==> src/rtl/ripple_cmp_pkg.sv <==
package ripple_cmp_pkg;

    // Default operand width used by every module of the comparator.
    localparam int unsigned CMP_WIDTH = 8;

    // State passed between downward cells.
    typedef struct packed {
        logic ahead;   // a higher bit has already shown A > B
        logic same;    // every higher bit matched so far
    } dn_link_t;

    // Entry value for the most significant downward cell.
    localparam dn_link_t DN_ENTRY = '{ahead: 1'b0, same: 1'b1};

endpackage

==> src/rtl/up_cell.sv <==
module up_cell (
    input  logic bit_a,
    input  logic bit_b,
    input  logic cin,
    output logic cout
);

    logic nb;

    always_comb begin
        nb = ~bit_b;
        // Majority of bit_a, inverted bit_b and the incoming carry.
        cout = (bit_a & nb) | (bit_a & cin) | (nb & cin);
    end

endmodule

==> src/rtl/down_cell.sv <==
module down_cell
    import ripple_cmp_pkg::*;
(
    input  logic     bit_a,
    input  logic     bit_b,
    input  dn_link_t link_in,
    output dn_link_t link_out
);

    logic bits_match;
    logic local_win;

    always_comb begin
        bits_match     = ~(bit_a ^ bit_b);
        local_win      = bit_a & ~bit_b;
        link_out.ahead = link_in.ahead | (link_in.same & local_win);
        link_out.same  = link_in.same & bits_match;
    end

endmodule

==> src/rtl/up_chain.sv <==
module up_chain #(
    parameter int unsigned W = 8
) (
    input  logic [W-1:0] vec_a,
    input  logic [W-1:0] vec_b,
    output logic [W:0]   carries
);

    assign carries[0] = 1'b0;

    for (genvar i = 0; i < W; i++) begin : g_up
        up_cell u_cell (
            .bit_a (vec_a[i]),
            .bit_b (vec_b[i]),
            .cin   (carries[i]),
            .cout  (carries[i+1])
        );
    end

endmodule

==> src/rtl/down_chain.sv <==
module down_chain
    import ripple_cmp_pkg::*;
#(
    parameter int unsigned W = 8
) (
    input  logic [W-1:0] vec_a,
    input  logic [W-1:0] vec_b,
    output logic [W:0]   ahead_vec,
    output logic [W:0]   same_vec
);

    dn_link_t links [W+1];

    assign links[W] = DN_ENTRY;

    for (genvar i = W - 1; i >= 0; i--) begin : g_dn
        down_cell u_cell (
            .bit_a    (vec_a[i]),
            .bit_b    (vec_b[i]),
            .link_in  (links[i+1]),
            .link_out (links[i])
        );
    end

    for (genvar k = 0; k <= W; k++) begin : g_out
        assign ahead_vec[k] = links[k].ahead;
        assign same_vec[k]  = links[k].same;
    end

endmodule

==> src/rtl/ripple_cmp_dual.sv <==
module ripple_cmp_dual
    import ripple_cmp_pkg::*;
#(
    parameter int unsigned W = CMP_WIDTH
) (
    input  logic [W-1:0] op_a,
    input  logic [W-1:0] op_b,
    output logic         gt_up,
    output logic         gt_down,
    output logic         agree,
    output logic         equal,
    output logic [W:0]   up_carry,
    output logic [W:0]   dn_g,
    output logic [W:0]   dn_e
);

    up_chain #(.W(W)) u_up (
        .vec_a   (op_a),
        .vec_b   (op_b),
        .carries (up_carry)
    );

    down_chain #(.W(W)) u_down (
        .vec_a     (op_a),
        .vec_b     (op_b),
        .ahead_vec (dn_g),
        .same_vec  (dn_e)
    );

    always_comb begin
        gt_up   = up_carry[W];
        gt_down = dn_g[0];
        agree   = ~(gt_up ^ gt_down);
        equal   = dn_e[0];
    end

endmodule

==> config.mk <==
export PLATFORM = sky130hd
export DESIGN_NAME = ripple_cmp_dual
export DESIGN_NICKNAME = d
export VERILOG_FILES = /design/src/rtl/ripple_cmp_pkg.sv /design/src/rtl/up_cell.sv /design/src/rtl/down_cell.sv /design/src/rtl/up_chain.sv /design/src/rtl/down_chain.sv /design/src/rtl/ripple_cmp_dual.sv
export SDC_FILE = /design/constraint.sdc
export NUM_CORES = 1
export LEC_CHECK = 0
export BUFFER_PORTS_ARGS = -buffer_cell sky130_fd_sc_hd__buf_2
export CAP_MARGIN = 20
export CORE_UTILIZATION = 40
export DETAILED_ROUTE_END_ITERATION = 6
export GPL_ROUTABILITY_DRIVEN = 1
export PLACE_DENSITY = 0.88
export SYNTH_ARGS = -nofsm -noshare
export SYNTH_HDL_FRONTEND = slang
export SYNTH_SLANG_ARGS = --single-unit
==> constraint.sdc <==
create_clock -name vclk -period 2.1
set_input_delay 0.105 -clock vclk [all_inputs]
set_output_delay 0.105 -clock vclk [all_outputs]
set_load 0.005 [all_outputs]
==> run summary <==
Post CTS Setup Buffer Count -> 0
Reported max-cap violation count -> 0
Combinational family with the most area after synthesis -> buffers and inverters
Core box area -> 1170 um2
Classification of the worst-slack hold path -> primary input to primary output
Via count -> 616
IR Drop Worst-Case VDD -> 0.125 mV
Final layout net count -> 135
Total iterations of the first detailed-routing run -> 4
Number of global-route vias before repair -> 473
Final hold slack -> 0.570 ns
Total global routing overflow -> 0
Num sequential -> 0
DRC violation total after the first TritonRoute iteration -> 3
Upper clock frequency limit -> 506 MHz
Ant. Diodes -> 0
Largest cells by area after synthesis -> sky130_fd_sc_hd__buf_4 21%, sky130_fd_sc_hd__ha_1 19%, sky130_fd_sc_hd__a21o_1 8.4%
Share of the synthesized area in the top cell type -> 21.0%
Status -> complete, no violations
Global-route wire length before repair -> 1800 um
Unique cell type count in the Yosys netlist -> 22
Power Dens Cells -> 258 nW/um2
Placement row count -> 12
Initial antenna violation count -> 0
Arithmetic-cell share of the synthesized area counting full adders, half adders and majority gates -> 18.6%
Drt drc -> 0
Per-cell via count in the routed design -> 5.01
Total design power -> 0.176 mW
Most common library cell in the layout ignoring fill and taps -> sky130_fd_sc_hd__buf_2
Commonest cells after routing, fill and taps aside -> 44 x sky130_fd_sc_hd__buf_2, 11 x sky130_fd_sc_hd__inv_1, 8 x sky130_fd_sc_hd__ha_1, 6 x sky130_fd_sc_hd__nor2_1, 6 x sky130_fd_sc_hd__a21o_1
Library cell occupying the most area in the post-synthesis netlist -> sky130_fd_sc_hd__buf_4
Unrepaired setup endpoints after global routing -> no
Die Area -> 1490 um2
Sequential area share after synthesis -> 0%
Buffers on Ports -> 44
Endpoint arrival time on the critical path -> 1.87 ns
Simple-Gate Fraction of Synth Area -> 22.1%
Routed wirelength normalized by instance count -> 10.0 um
Final wirelength -> 1240 um
# IOs -> 47
Total of clock buffers placed in the layout -> 0
Register cell area after layout -> 0 um2
Remaining antenna violation count after routing -> 0
Final HPWL DP -> 1100 um
Count of final hold-check violations -> 0
Final Cycle Share -> 94.2%
Kind of critical path -> primary input to primary output
Proportion of layout cells with a drive suffix above 1 -> 47.7%
Yosys warns -> 0
Final-report max-slew violation count -> 0
Multiplexer share of the synthesized area -> 2.80%
Final critical-path required period -> 1.98 ns
Vertical die dimension -> 38.6 um
Setup violations, final -> 0
Number of buffers inserted by hold repair at cts -> 0
Combined global-route utilization of all metal layers -> 15.9%
Setup TNS after final layout -> 0 ns
Mapped Cells -> 78
Final weighted congestion in routability-driven placement -> 0.667
Cell Area, Synth -> 537 um2
Initial Util -> 45.8%
Type of destination of the critical path -> primary output
Fill cell total of the finished layout -> 125
Crit path launch type -> primary input
Compound-gate portion of the synthesized area -> 25.6%
Maximum number of pins on one net before global-route repair -> 7
Post-cts resize count -> 0
Post-Synth XOR/XNOR Area -> 0%
Average cell area after synthesis -> 6.88 um2
Horiz. Die Dim -> 38.6 um
Synthesis-to-layout area growth -> 27.0%
Required time at the endpoint of the critical path -> 2.00 ns
Leakage -> 0.490 nW
Largest fanout on the critical path -> 4
## area by class of cell
class / instances / area [um2] / share of cell area, %
repair buffers: 46 / 235 / 34.5
well taps: 14 / 17.5 / 2.57
inverters: 11 / 41.3 / 6.06
multi-input cells: 52 / 388 / 56.9
## synth_stat cells
master	n
sky130_fd_sc_hd__buf_4	15
sky130_fd_sc_hd__inv_1	11
sky130_fd_sc_hd__ha_1	8
sky130_fd_sc_hd__a21o_1	6
sky130_fd_sc_hd__nor2_1	6
sky130_fd_sc_hd__a21oi_1	4
sky130_fd_sc_hd__a21o_2	3
sky130_fd_sc_hd__and2_1	3
sky130_fd_sc_hd__and3_1	3
sky130_fd_sc_hd__nand2_1	3
sky130_fd_sc_hd__nand2b_1	3
sky130_fd_sc_hd__conb_1	2
sky130_fd_sc_hd__nand3_1	2
sky130_fd_sc_hd__a2111oi_1	1
sky130_fd_sc_hd__a211o_1	1
sky130_fd_sc_hd__and4_1	1
sky130_fd_sc_hd__clkbuf_1	1
sky130_fd_sc_hd__mux2_4	1
sky130_fd_sc_hd__o21bai_1	1
sky130_fd_sc_hd__o31ai_1	1
sky130_fd_sc_hd__o31ai_2	1
sky130_fd_sc_hd__or4b_1	1
## kinds of logic (layout without fill, tap and decap cells)
logic type	Yosys count	in the layout
buf+inv	27	57
simple gates	22	22
compound gates	18	18
fa+ha+maj	8	8
other cells	2	3
mux	1	1
## per-stage QoR
stage	util [%]	area [um2]	cells	setup slack, ns
4_1_cts	57.8	677	123	0.0914
5_1_grt	58.2	682	123	0.00420
6_report	58.2	682	123	0.122
2_1_floorplan	-	541	79	0.309
3_5_place_dp	57.8	677	123	0.105
3_3_place_gp	57.8	677	123	0.113
## metal layers
metal | track usage, % | part of all wire [%] | routed length, um
met5 | 0 | 0 | 0
met1 | 17.8 | 42 | 513
met4 | 0 | 0 | 0
met2 | 34.2 | 51 | 632
met3 | 0 | 7.2 | 89
## power by group
group | internal (mW) | switching (mW) | leakage (nW)
registers | 0 | 0 | 0
clock network | 0 | 0 | 0
logic | 0.0922 | 0.0835 | 0.490
total | 0.0922 | 0.0835 | 0.490
## critical path, cell delays in order
cell and delay (ns):
sky130_fd_sc_hd__buf_2 0.08, sky130_fd_sc_hd__inv_1 0.05, sky130_fd_sc_hd__ha_1 0.22, sky130_fd_sc_hd__or4b_1 0.51, sky130_fd_sc_hd__o31ai_1 0.13, sky130_fd_sc_hd__o31ai_2 0.11
sky130_fd_sc_hd__a211o_1 0.29, sky130_fd_sc_hd__mux2_4 0.25, sky130_fd_sc_hd__buf_2 0.12
## path summary, 6_finish.rpt
check	end	slack [ns]	startpoint	depth (start not counted)
worst min-delay path	up_carry[3]	0.57	op_a[2]	4
worst max-delay path	agree	0.12	op_b[2]	9
(Power assumes the default switching activity.)
